<file path="src/rtl/f2i_pkg.sv">
// Shared constants and types for the float-to-integer converter.
// Assumes an IEEE-754 single-precision operand and a 32-bit integer result.
package f2i_pkg;
    localparam int EXP_W    = 8;
    localparam int MAN_W    = 23;
    localparam int BIAS     = 127;
    localparam int INT_W    = 32;
    localparam int FP_W     = 1 + EXP_W + MAN_W;
    localparam int SIG_W    = MAN_W + 1;
    localparam int FIX_W    = 2 * INT_W;            // integer part above, fraction below
    localparam int SH_W     = $clog2(FIX_W);
    localparam int SH_BASE  = BIAS + MAN_W - INT_W; // exponent for a zero alignment shift
    localparam int BIG_EXP  = BIAS + INT_W;         // first exponent that cannot fit
    localparam int HALF_EXP = BIAS - 1;             // exponent of 0.5

    typedef enum logic [1:0] {
        RND_NEAR = 2'd0,
        RND_UP   = 2'd1,
        RND_DOWN = 2'd2,
        RND_ZERO = 2'd3
    } rnd_mode_e;

    typedef struct packed {
        logic             sign;
        logic [EXP_W-1:0] expo;
        logic [SIG_W-1:0] sig;
        logic             is_nan;
        logic             is_denorm;
        logic             nonzero;
        logic             too_big;
        logic             below_half;
    } fp_class_t;
endpackage

</file>
<file path="src/rtl/f2i_classify.sv">
// Unpacks the operand and sorts it into the classes the converter needs.
// Purely combinational. Denormals get a zero hidden bit; they always land
// in the below-half class, so no normalisation is needed.
module f2i_classify
    import f2i_pkg::*;
(
    input  logic [FP_W-1:0] fp_bits,
    output fp_class_t       cls
);
    logic [EXP_W-1:0] e_fld;
    logic [MAN_W-1:0] m_fld;

    assign e_fld = fp_bits[FP_W-2:MAN_W];
    assign m_fld = fp_bits[MAN_W-1:0];

    // Build the class record from the raw fields.
    always_comb begin
        cls.sign       = fp_bits[FP_W-1];
        cls.expo       = e_fld;
        cls.sig        = {(e_fld != '0), m_fld};
        cls.is_nan     = (&e_fld) && (m_fld != '0);
        cls.is_denorm  = (e_fld == '0) && (m_fld != '0);
        cls.nonzero    = (e_fld != '0) || (m_fld != '0);
        cls.too_big    = (e_fld >= EXP_W'(BIG_EXP));
        cls.below_half = (e_fld <  EXP_W'(HALF_EXP));
    end
endmodule

</file>
<file path="src/rtl/f2i_align_round.sv">
// Aligns the significand into a fixed-point word (integer half above,
// fraction half below) and applies the rounding increment.
// Assumes the exponent lies between 0.5 and the first out-of-range value;
// outputs are don't-care otherwise and are masked downstream.
module f2i_align_round
    import f2i_pkg::*;
(
    input  logic [SIG_W-1:0] sig,
    input  logic [EXP_W-1:0] expo,
    input  logic             sign,
    input  rnd_mode_e        mode,
    output logic [INT_W:0]   mag,
    output logic             rem_nz
);
    logic [SH_W-1:0]  sh;
    logic [FIX_W-1:0] fixed_w;
    logic [INT_W-1:0] ipart;
    logic [INT_W-1:0] frac;
    logic             half;
    logic             sticky;
    logic             bump;

    assign sh      = SH_W'(expo - EXP_W'(SH_BASE));
    assign fixed_w = FIX_W'(sig) << sh;
    assign ipart   = fixed_w[FIX_W-1:INT_W];
    assign frac    = fixed_w[INT_W-1:0];
    assign half    = frac[INT_W-1];
    assign sticky  = |frac[INT_W-2:0];
    assign rem_nz  = half | sticky;

    // Decide whether the magnitude steps up by one.
    always_comb begin
        unique case (mode)
            RND_NEAR: bump = half && (sticky || ipart[0]);
            RND_UP:   bump = rem_nz && !sign;
            RND_DOWN: bump = rem_nz && sign;
            default:  bump = 1'b0;
        endcase
    end

    assign mag = {1'b0, ipart} + (INT_W+1)'(bump);
endmodule

</file>
<file path="src/rtl/f2i_finalize.sv">
// Picks the final integer and the invalid/inexact flags from the class
// of the operand, the rounded magnitude and the signedness.
// Purely combinational. The priority is NaN, then below-half, then out-of-range, then in-range.
module f2i_finalize
    import f2i_pkg::*;
(
    input  fp_class_t        cls,
    input  logic             is_signed,
    input  rnd_mode_e        mode,
    input  logic [INT_W:0]   mag,
    input  logic             rem_nz,
    output logic [INT_W-1:0] res,
    output logic             inv,
    output logic             inx
);
    logic [INT_W:0] lim;

    // Signed limit: 2^31 for negative operands, 2^31-1 for positive ones.
    assign lim = {1'b0, cls.sign, {(INT_W-1){~cls.sign}}};

    // Select result and flags by operand class.
    always_comb begin
        res = '0;
        inv = 1'b0;
        inx = 1'b0;
        if (cls.is_nan) begin
            inv = 1'b1;
        end else if (cls.below_half) begin
            if (cls.nonzero) begin
                inx = 1'b1;
                if (mode == RND_UP && !cls.sign) begin
                    res = INT_W'(1);
                end else if (mode == RND_DOWN && cls.sign) begin
                    if (is_signed) res = '1;
                    else           inv = 1'b1;
                end
            end
        end else if (cls.too_big) begin
            inv = 1'b1;
            if (is_signed)      res = lim[INT_W-1:0];
            else if (!cls.sign) res = '1;
        end else if (is_signed) begin
            if (mag > lim) begin
                res = lim[INT_W-1:0];
                inv = 1'b1;
            end else begin
                res = cls.sign ? (~mag[INT_W-1:0] + INT_W'(1)) : mag[INT_W-1:0];
                inx = rem_nz;
            end
        end else if (cls.sign) begin
            if (mag != '0) inv = 1'b1;
            else           inx = rem_nz;
        end else if (mag[INT_W]) begin
            res = '1;
            inv = 1'b1;
        end else begin
            res = mag[INT_W-1:0];
            inx = rem_nz;
        end
    end
endmodule

</file>
<file path="src/rtl/f2i_conv.sv">
// Float-to-integer converter top: classify, align and round, finalize,
// then register the result one cycle after the strobe.
// Assumes inputs are stable around the clock edge at which in_valid is high.
module f2i_conv
    import f2i_pkg::*;
(
    input  logic             clk,
    input  logic             rst_n,
    input  logic             in_valid,
    input  logic [FP_W-1:0]  in_bits,
    input  logic             is_signed,
    input  logic [1:0]       rnd_mode,
    input  logic             force_trunc,
    output logic             out_valid,
    output logic [INT_W-1:0] result,
    output logic             flag_invalid,
    output logic             flag_inexact,
    output logic             flag_denorm
);
    fp_class_t        cls;
    rnd_mode_e        mode_eff;
    logic [INT_W:0]   mag;
    logic             rem_nz;
    logic [INT_W-1:0] res_c;
    logic             inv_c;
    logic             inx_c;

    assign mode_eff = force_trunc ? RND_ZERO : rnd_mode_e'(rnd_mode);

    f2i_classify u_class (
        .fp_bits (in_bits),
        .cls     (cls)
    );

    f2i_align_round u_round (
        .sig    (cls.sig),
        .expo   (cls.expo),
        .sign   (cls.sign),
        .mode   (mode_eff),
        .mag    (mag),
        .rem_nz (rem_nz)
    );

    f2i_finalize u_final (
        .cls       (cls),
        .is_signed (is_signed),
        .mode      (mode_eff),
        .mag       (mag),
        .rem_nz    (rem_nz),
        .res       (res_c),
        .inv       (inv_c),
        .inx       (inx_c)
    );

    // Output register: capture on strobe, hold otherwise.
    always_ff @(posedge clk) begin
        if (!rst_n) begin
            out_valid    <= 1'b0;
            result       <= '0;
            flag_invalid <= 1'b0;
            flag_inexact <= 1'b0;
            flag_denorm  <= 1'b0;
        end else begin
            out_valid <= in_valid;
            if (in_valid) begin
                result       <= res_c;
                flag_invalid <= inv_c;
                flag_inexact <= inx_c;
                flag_denorm  <= cls.is_denorm;
            end
        end
    end


    valid_latency_chk: assert property (@(posedge clk) disable iff (!rst_n)
        in_valid |=> out_valid);

    hold_result_chk: assert property (@(posedge clk) disable iff (!rst_n)
        !in_valid |=> $stable(result) && !out_valid);

    denorm_flag_chk: assert property (@(posedge clk) disable iff (!rst_n)
        in_valid && in_bits[FP_W-2:MAN_W] == '0 && in_bits[MAN_W-1:0] != '0 |=> flag_denorm);

    nan_invalid_chk: assert property (@(posedge clk) disable iff (!rst_n)
        in_valid && (&in_bits[FP_W-2:MAN_W]) && in_bits[MAN_W-1:0] != '0
        |=> flag_invalid && result == '0);

    neg_unsigned_zero_chk: assert property (@(posedge clk) disable iff (!rst_n)
        in_valid && !is_signed && in_bits[FP_W-1] |=> result == '0);

    signed_pos_range_chk: assert property (@(posedge clk) disable iff (!rst_n)
        in_valid && is_signed && !in_bits[FP_W-1] |=> !result[INT_W-1]);

    zero_no_flags_chk: assert property (@(posedge clk) disable iff (!rst_n)
        in_valid && in_bits[FP_W-2:0] == '0
        |=> result == '0 && !flag_invalid && !flag_inexact && !flag_denorm);
endmodule

</file>
<file path="config.mk">
export PLATFORM = sky130hd
export DESIGN_NAME = f2i_conv
export DESIGN_NICKNAME = d
export VERILOG_FILES = /design/src/rtl/f2i_pkg.sv /design/src/rtl/f2i_classify.sv /design/src/rtl/f2i_align_round.sv /design/src/rtl/f2i_finalize.sv /design/src/rtl/f2i_conv.sv
export SDC_FILE = /design/constraint.sdc
export NUM_CORES = 1
export LEC_CHECK = 0
export ABC_AREA = 1
export BUFFER_PORTS_ARGS = -buffer_cell sky130_fd_sc_hd__clkbuf_2
export CELL_PAD_IN_SITES_DETAIL_PLACEMENT = 0
export CELL_PAD_IN_SITES_GLOBAL_PLACEMENT = 1
export CORE_MARGIN = 2
export CORE_UTILIZATION = 42
export DETAILED_ROUTE_END_ITERATION = 16
export PLACE_DENSITY = 0.94
export SYNTH_ARGS = -nofsm -noshare
export SYNTH_HDL_FRONTEND = slang
export SYNTH_SLANG_ARGS = --single-unit
</file>
<file path="constraint.sdc">
create_clock -name clk -period 6.8 [get_ports clk]
set_clock_uncertainty 0.2 [all_clocks]
set_input_delay 0.34 -clock clk [delete_from_list [all_inputs] [get_ports clk]]
set_output_delay 0.34 -clock clk [all_outputs]
set_load 0.03 [all_outputs]
</file>
==> results of run 1 <==
## cells by family after synthesis
kind of cell / synth area share (%)
AND/OR/NAND/NOR: 56.1
flip-flops: 9.69
adder cells (fa/ha/maj): 6.89
XOR/XNOR: 2.24
buffers and inverters: 11.2
AO/OA/AOI/OAI: 13.9
## placed cells by master, fill, tap and decap left out, types with 11 or more instances in the layout
master	n
o21ai_1	24
nand2_2	16
nand4_1	51
o21ai_0	48
nand2_1	459
nand3_1	227
dfxtp_1	36
clkbuf_2	75
ha_1	39
nand3_2	11
a21oi_1	82
nor2_1	88
buf_4	28
nor2_2	12
inv_1	103
xor2_1	13
## what timing repair did
item,CTS,global route
hold buffers,0,0
setup endpoints to repair,0,32
buffers inserted,0,6
resized for setup,0,19
## critical path: cells and delay by family
kind / cells / cell delay [ps]
AOI/OAI and AO/OA: 9 / 1330
adders and majority gates: 2 / 510
buffers and inverters: 8 / 1430
and+or+nand+nor: 22 / 2510
## flip-flops by register name, indices dropped and copies added, names as in the netlist
name / count
flag_inexact: 1
flag_invalid: 1
out_valid: 1
result: 32
flag_denorm: 1
## metrics by stage
stage | hold slack, ps | setup WS (ps)
final | 93.7 | 632
after global routing | 136 | -16.3
after CTS | 90.1 | 422
after detailed placement | 256 | 153
after global placement | 253 | 287
after floorplan | 233 | 630
## power groups by stage
stage / Clock (mW) / Combinational (mW) / Sequential [mW]
5_1_grt: 0.251 / 0.973 / 0.233
2_1_floorplan: 0 / 0.593 / 0.261
3_3_place_gp: 0 / 0.826 / 0.236
3_5_place_dp: 0 / 0.832 / 0.236
4_1_cts: 0.240 / 0.835 / 0.231
6_report: 0.237 / 0.876 / 0.231
## cell usage after synthesis (all sizes together)
cell       n
nand3    239
ha        41
o2111a     1
o221ai     1
nand2    481
o211a      1
clkinv     3
xor2      15
or2        2
nor4       5
a31oi      7
inv      113
nor3       9
o21bai     1
or4        2
o21ai     75
a21oi     86
o211ai     4
a211oi     2
nand3b     2
clkbuf    31
nor2     110
o2111ai    2
a21o       2
o22ai      2
o31ai      2
o21a       2
dfxtp     36
nand4     54
xnor2      1
and2       1
buf       40
## metal layers
layer / track usage [%] / share of wire, % / vias to the layer above
met3: 4.30 / 7.8 / 43
met4: 6.13 / 2.0 / 0
met2: 40.9 / 44 / 409
li1: - / - / 4686
met5: 0 / 0 / -
met1: 37.5 / 46 / 4240
## area by class of cell
type	instances	area [sq um]	area share, %
multi-input combinational	1150	5950	72.2
sequential	36	721	8.74
timing repair buffer	109	684	8.30
inverter	116	450	5.47
tap	225	282	3.42
clock buffer	7	153	1.85
## worst paths after layout
| kind | startpoint | endpoint | slack (ps) | cells after the start |
|---|---|---|---|---|
| min reg2reg | result[4] | result[4] | 260 | 2 |
| max reg2reg | result[31] | result[31] | 5910 | 2 |
| min | rst_n | out_valid | 90 | 3 |
| max | in_bits[27] | result[8] | 630 | 41 |
==> key figures, run 1 <==
Run status
  – Outcome: finished, final reports clean

STA
  – Fmax: 162 MHz
  – Final Slew Violations: 0
  – Tightest Pin Transition: ~1300 ps
  – Final TNS setup: 0 ps
  – Tmin final: 6170 ps
  – Max-Slew Margin vs Limit: between 10% and 20%
  – Fin. Hold Viols: 0
  – Final setup viols: 0
  – Tcrit/Tclk final: about 91%

Floorplan
  – Row count: 48
  – Starting density of the core: 43.0%
  – Chip Width: 137 microns
  – Core Area: 17300 sq um
  – Die H: 137 microns
  – # IOs: 75
  – Full die area: 18800 sq um

Finish
  – Layout cell share with drive strength beyond 1: 14.2%
  – Finished Layout Cells: roughly 1.6k
  – Fillers: 1923
  – Final Util: between 40% and 50%
  – Fin nets: 1498
  – Ant. Diodes: 0
  – Fin area: 8240 sq um
  – Area growth syn-to-layout: 10.8%

Global routing
  – Total GRT Usage: 26.2%
  – First-pass GRT wire length: 40200 microns
  – Pin count of the biggest net entering global routing: 74
  – Initial antenna violation count: 0
  – Vias in the first global route: around 8.1k
  – Gr ovfl total: 0

Power
  – Total Power: between 1 and 1.5 mW
  – Peak supply drop: 0.000126 V
  – Sw power: approximately 0.7 mW
  – Clk network pwr share: roughly 18%
  – Pleak: 4.17 nW
  – Sw Share: around half
  – Combinational share of power: 65.2%
  – Internal power: 0.655 mW
  – Sequential group share of total power: 17.2%
  – Pwr Density: ~160 nW/um^2

Drt
  – Final WL: between 20000 and 30000 microns
  – DR WL/cell: 15.2 microns
  – Antenna violation net count after detailed routing: 0
  – DRT iter0 DRCs: 1185
  – Drc violations: 0
  – Total number of vias: 9378
  – DR vias/cell: 5.71
  – Drt first pass iters: 6

Yosys
  – Cell taking the most area after synthesis: nand2_1
  – Yosys warnings: 0
  – Syn Area/Cell: 5.42 sq um
  – Top-area cell type share of the netlist area: 23.3%
  – Yosys cell types: 53
  – Synth top area cells: nand2_1 (23%), nand3_1 (15%), dfxtp_1 (9.7%), ha_1 (6.9%), a21oi_1 (5.6%)
  – Seq/Total Area, Yosys: 9.69%
  – Number of synthesized register bits: 36
  – Synth Instances: 1373
  – Post-synthesis instance area: 7440 sq um
  – Syn nets: 1453

Place
  – Dpl cells: 1630
  – Port Buf Inserts: 74
  – Placed Area: roughly 8000 sq um
  – Final HPWL DP: around 20000 microns
  – Routability cong.: 1.02

CTS
  – Clock root buffer master: clkbuf_16
  – Clk pin slew, worst setup/hold paths: 50 ps
  – Cts bufs inserted: 5
  – Clock Sinks: 36
  – Latest clock arrival within the worst-skew pair: 280 ps
  – Clock tree buffer depth: 2
  – H-Tree Depth: 2
  – CTS tree: yes

Setup path
  – Crit path kind: input pin to flip-flop
  – Worst path most repeated cell: nand2_1
  – CP endpoint kind: flip-flop
  – Arrival time at the worst endpoint: 6160 ps
  – Worst-path maximum fanout: 25
  – CP Launch Type: input pin
  – CP required: between 6000 and 7000 ps
  – Slowest cell on crit path: buf_4
  – Biggest cell delay along the critical path: approximately 330 ps

Min path
  – Worst Hold Class: input pin to flip-flop

Job
  – Max-cap violations: 0
Note: power is estimated with default switching activity, not from simulation.
==> run 2: changes to the inputs <==
--- a/config.mk
+++ b/config.mk
@@ -11,7 +11,7 @@
 export CELL_PAD_IN_SITES_GLOBAL_PLACEMENT = 1
 export CORE_MARGIN = 2
-export CORE_UTILIZATION = 42
+export CORE_UTILIZATION = 45
 export DETAILED_ROUTE_END_ITERATION = 16
-export PLACE_DENSITY = 0.94
+export PLACE_DENSITY = 0.95
 export SYNTH_ARGS = -nofsm -noshare
 export SYNTH_HDL_FRONTEND = slang
==> constraint.sdc (replaced) <==
create_clock -name clk -period 7.1 [get_ports clk]
set_clock_uncertainty 0.2 [all_clocks]
set_input_delay 0.355 -clock clk [delete_from_list [all_inputs] [get_ports clk]]
set_output_delay 0.355 -clock clk [all_outputs]
set_load 0.005 [all_outputs]
==> key figures, run 2 (synthesis results as in run 1) <==
Setup path
  – Worst R2R Setup Slack: 6190 ps
  – WP buf/inv: 6
  – Worst R2R End: result[31]
  – Worst-path maximum fanout: 39
  – Critical path depth: 46
  – R2r worst-path depth: 2
  – CP endpoint kind: flip-flop
  – Family with the most delay on the worst path: simple AND/OR/NAND/NOR gates
  – Arrival time at the worst endpoint: 6630 ps
  – Slowest cell on crit path: or4_1
  – Worst path most repeated cell: nand2_1
  – CP required: 7100 ps
  – Origin of the critical flop-to-flop path: result[31]
  – CP Launch Type: input pin
  – Crit path kind: input pin to flip-flop
  – Biggest cell delay along the critical path: 410 ps

CTS
  – Clock Sinks: 36
  – Cts bufs inserted: 5
  – Clock tree buffer depth: 2
  – CTS tree: yes
  – Clk pin slew, worst setup/hold paths: 50 ps
  – Clock root buffer master: clkbuf_16
  – H-Tree Depth: 2
  – Cts hold-fix bufs: 0
  – Latest clock arrival within the worst-skew pair: 280 ps

Job
  – Max-cap violations: 0

STA
  – Final setup viols: 0
  – Fmax: 151 MHz
  – Tightest Pin Transition: 1010 ps
  – Tmin final: around 6600 ps
  – Final Slew Violations: 0
  – Hold WS: 109 ps
  – Max-Slew Margin vs Limit: 32.6%
  – Tcrit/Tclk final: approximately 93%
  – Final TNS setup: 0 ps
  – Fin. Hold Viols: 0

Finish
  – Area growth syn-to-layout: 9.64%
  – Fin area: 8160 sq um
  – Fillers: 1820
  – Fin nets: ~1.5k
  – Most frequent cells in the layout: nand2_1 (460), nand3_1 (227), inv_1 (103)
  – Number of flip-flops in the largest register: 32
  – Biggest register: result
  – Final Util: 49.9%
  – Layout cell share with drive strength beyond 1: 13.6%
  – Finished Layout Cells: 1636
  – Ant. Diodes: 0
  – Most common cell after layout, fill and taps aside: nand2_1

Global routing
  – Pin count of the biggest net entering global routing: 67
  – M3 GR Usage: 3.30%
  – First-pass GRT wire length: about 40000 microns
  – Met2 Usage GRT: 44.5%
  – Met1 GRT Util: a little under two fifths
  – Gr busiest metal: met2
  – Initial antenna violation count: 0
  – Vias in the first global route: just over 8k
  – Total GRT Usage: 27.3%
  – Gr ovfl total: 0

Power
  – Pleak: 4.15 nW
  – Peak supply drop: around 0.00013 V
  – Pwr Density: 156 nW/um^2

Place
  – Final HPWL DP: 19500 microns
  – Routability cong.: 1.06
  – Port Buf Inserts: 74
  – Dpl cells: 1621
  – Placed Area: just under 8000 sq um

Drt
  – Drc violations: 0
  – Total number of vias: between 9k and 10k
  – DRT iter0 DRCs: around 1.1k
  – DR vias/cell: 5.72
  – Antenna violation net count after detailed routing: 0
  – Final WL: 24700 microns
  – Drt first pass iters: 5
  – DR WL/cell: 15.1 microns

Min path
  – Hold Path Depth: 3
  – Hold Startpoint: rst_n
  – Worst Hold Class: input pin to flip-flop
  – Hold EP: out_valid

Floorplan
  – Full die area: 17600 sq um
  – Row count: 47
  – Core Area: between 15000 and 20000 sq um
  – # IOs: 75
  – Starting density of the core: between 40% and 50%
  – Chip Width: 133 microns
  – Die H: 133 microns

Run status
  – Outcome: finished, final reports clean
==> run 2: layout make-up <==
type	instances	area [sq um]	area share, %
repair inverters	1	5.00	0.0613
clock buffers	6	129	1.58
clock inverters	2	35.0	0.429
repair buffers	105	642	7.87
inverters	116	447	5.48
multi-input cells	1150	5900	72.4
flip-flops and latches	36	721	8.83
well taps	220	275	3.37
==> run 2: routing by layer <==
metal	vias to the layer above	wire length, microns
li1	4676	-
met1	4279	11300
met2	362	11300
met3	33	1660
met4	0	447
met5	-	0
==> run 2: how the worst max path moves through the flow <==
| stage | slack (ps) | startpoint | endpoint |
|---|---|---|---|
| 2_1_floorplan | 920 | in_bits[24] | result[4] |
| 3_3_place_gp | 250 | in_bits[24] | result[16] |
| 3_5_place_dp | 90 | in_bits[24] | result[16] |
| 4_1_cts | 350 | in_bits[24] | result[16] |
| 5_1_grt | -30 | in_bits[24] | result[17] |
| 6_report | 470 | in_bits[24] | result[21] |
==> run 2: power breakdown <==
group | switching, mW | internal [mW]
Combinational | 0.543 | 0.256
Clock | 0.0847 | 0.165
Sequential | 0.00647 | 0.215
Total | 0.635 | 0.636
==> run 2: worst min-delay path, stage by stage <==
cell and delay (ps):
clkbuf_2 110, nand2_1 60, inv_1 40
==> run 2: per-stage QoR <==
step	setup slack [ps]	power, mW
floorplan	915	0.794
global placement	249	0.985
detailed placement	91.5	0.991
CTS	352	1.24
global route	-29.2	1.37
finish	471	1.27
==> run 2: timing repair <==
action                     in CTS  in global routing
gates resized for setup         0                  9
setup buffers                   0                  6
setup endpoints to repair       0                 28
==> run 3: changes to the inputs <==
- REMOVE_ABC_BUFFERS: default -> 1
==> key figures, run 3 (synthesis results as in run 1) <==
Setup path
  – Origin of the critical flop-to-flop path: result[7]
  – Worst-path maximum fanout: 20
  – R2r worst-path depth: 2
  – CP Launch Type: input pin
  – Worst path most repeated cell: nand2_1
  – Crit path kind: input pin to flip-flop
  – Family with the most delay on the worst path: simple AND/OR/NAND/NOR gates
  – Biggest cell delay along the critical path: 420 ps
  – Arrival time at the worst endpoint: 6550 ps
  – Slowest cell on crit path: or4_1
  – CP endpoint kind: flip-flop
  – CP required: 7100 ps
  – Worst R2R Setup Slack: 6220 ps
  – Worst R2R End: result[7]
  – WP buf/inv: 6

Global routing
  – Total GRT Usage: 27.2%
  – Gr ovfl total: 0
  – First-pass GRT wire length: 40000 microns
  – Initial antenna violation count: 0
  – Vias in the first global route: 8130
  – Pin count of the biggest net entering global routing: 90

Place
  – Port Buf Inserts: 74
  – Final HPWL DP: 19100 microns
  – Routability cong.: 1.00
  – DP Worst Slack: 86.0 ps

STA
  – Tightest Pin Transition: approximately 1100 ps
  – Setup repair after global routing missed its margin: no
  – Tmin final: 6550 ps
  – Fin. Hold Viols: 0
  – Final TNS setup: 0 ps
  – Final Slew Violations: 0
  – Fmax: between 150 and 200 MHz
  – Final WS setup: 547 ps
  – Tcrit/Tclk final: ~92%
  – Final setup viols: 0
  – Max-Slew Margin vs Limit: 24.9%

Drt
  – DRT iter0 DRCs: roughly 960
  – Met3 Routed Length: 1640 microns
  – Drc violations: 0
  – Final WL: 24600 microns
  – DR WL/cell: between 15 and 20 microns
  – DR top layer: met4
  – Antenna violation net count after detailed routing: 0
  – DRT met1 WL: around 10000 microns
  – Drt first pass iters: 6
  – Total number of vias: 9371
  – DR vias/cell: 5.73
  – WL met2: 11400 microns

CTS
  – Latest clock arrival within the worst-skew pair: 280 ps
  – CTS tree: yes
  – Clock tree buffer depth: 2
  – Cts hold-fix bufs: 0
  – Cts bufs inserted: 5
  – Clock Sinks: 36
  – H-Tree Depth: 2
  – Clock root buffer master: clkbuf_16
  – Clk pin slew, worst setup/hold paths: 60 ps

Run status
  – Outcome: finished, final reports clean

Finish
  – Ant. Diodes: 0
  – Biggest register: result
  – Area growth syn-to-layout: 10.1%
  – Layout cell share with drive strength beyond 1: a little over an eighth
  – Fin nets: 1496
  – Most frequent cells in the layout: nand2_1 (462), nand3_1 (227), inv_1 (103)
  – Number of flip-flops in the largest register: 32
  – Most common cell after layout, fill and taps aside: nand2_1

Power
  – Sequential group share of total power: 17.9%
  – Sw power: 0.631 mW
  – Sw Share: 51.1%
  – Pwr Density: 151 nW/um^2
  – Combinational share of power: 65.0%
  – Internal power: between 0.6 and 0.7 mW
  – Clk network pwr share: 17.1%
  – Peak supply drop: 0.000130 V
  – Pleak: 4.16 nW

Floorplan
  – Die H: 133 microns
  – # IOs: 75
  – Core Area: ~16000 sq um
  – Full die area: 17600 sq um
  – Starting density of the core: 45.5%
  – Chip Width: 133 microns
  – Row count: 47

Min path
  – Hold Startpoint: rst_n
  – Hold EP: out_valid
  – Worst Hold Class: input pin to flip-flop
  – Hold Path Depth: 3

Job
  – Max-cap violations: 0
[run 3: final cells by class]
type / count / area, sq um
Sequential cell: 36 / 721
Clock buffer: 6 / 129
Inverter: 116 / 447
Clock inverter: 1 / 5.00
Timing Repair Buffer: 107 / 702
Tap cell: 220 / 275
Fill cell: 1853 / 8160
Multi-Input combinational cell: 1150 / 5910
[run 3: routing by layer]
layer | up-vias | global-route usage, %
li1 | 4684 | -
met1 | 4211 | 35.7
met2 | 396 | 45.6
met3 | 80 | 1.69
met4 | 0 | 12.5
met5 | - | 0
[run 3: worst min-delay path, cell delays in order]
cell	delay (ps)
clkbuf_2	110
nand2_1	50
inv_1	40
[run 3: timing repair]
action | in CTS | in global routing
gates resized for setup | 0 | 10
endpoints found under the setup margin | 0 | 25
setup buffers | 0 | 4
[run 3: power groups by stage]
| stage | combinational (mW) | sequential, mW | clock [mW] |
|---|---|---|---|
| 6_report | 0.803 | 0.221 | 0.212 |
| 5_1_grt | 0.897 | 0.222 | 0.224 |
| 4_1_cts | 0.765 | 0.221 | 0.214 |
| 3_5_place_dp | 0.762 | 0.225 | 0 |
| 3_3_place_gp | 0.755 | 0.225 | 0 |
| 2_1_floorplan | 0.531 | 0.226 | 0 |
[run 3: worst max path at each step]
stage                 from         end  slack [ps]  cells after the start
4_1_cts        in_bits[25]  result[16]         380                     45
5_1_grt        in_bits[25]  result[20]          10                     45
2_1_floorplan  in_bits[24]   result[2]        -920                     42
6_report       in_bits[25]  result[19]         550                     43
3_5_place_dp   in_bits[25]  result[16]          90                     45
3_3_place_gp   in_bits[25]  result[16]         240                     45
[run 3: per-stage QoR]
stage	cells	util (%)	hold slack [ps]	instance area [sq um]	power (mW)
final	1636	50.1	86.7	8190	1.24
after global placement	1624	48.6	251	7950	0.980
after floorplan	1302	-	248	7050	0.758
after CTS	1631	49.5	87.7	8090	1.20
after detailed placement	1624	48.6	254	7950	0.987
after global routing	1636	50.1	112	8190	1.34
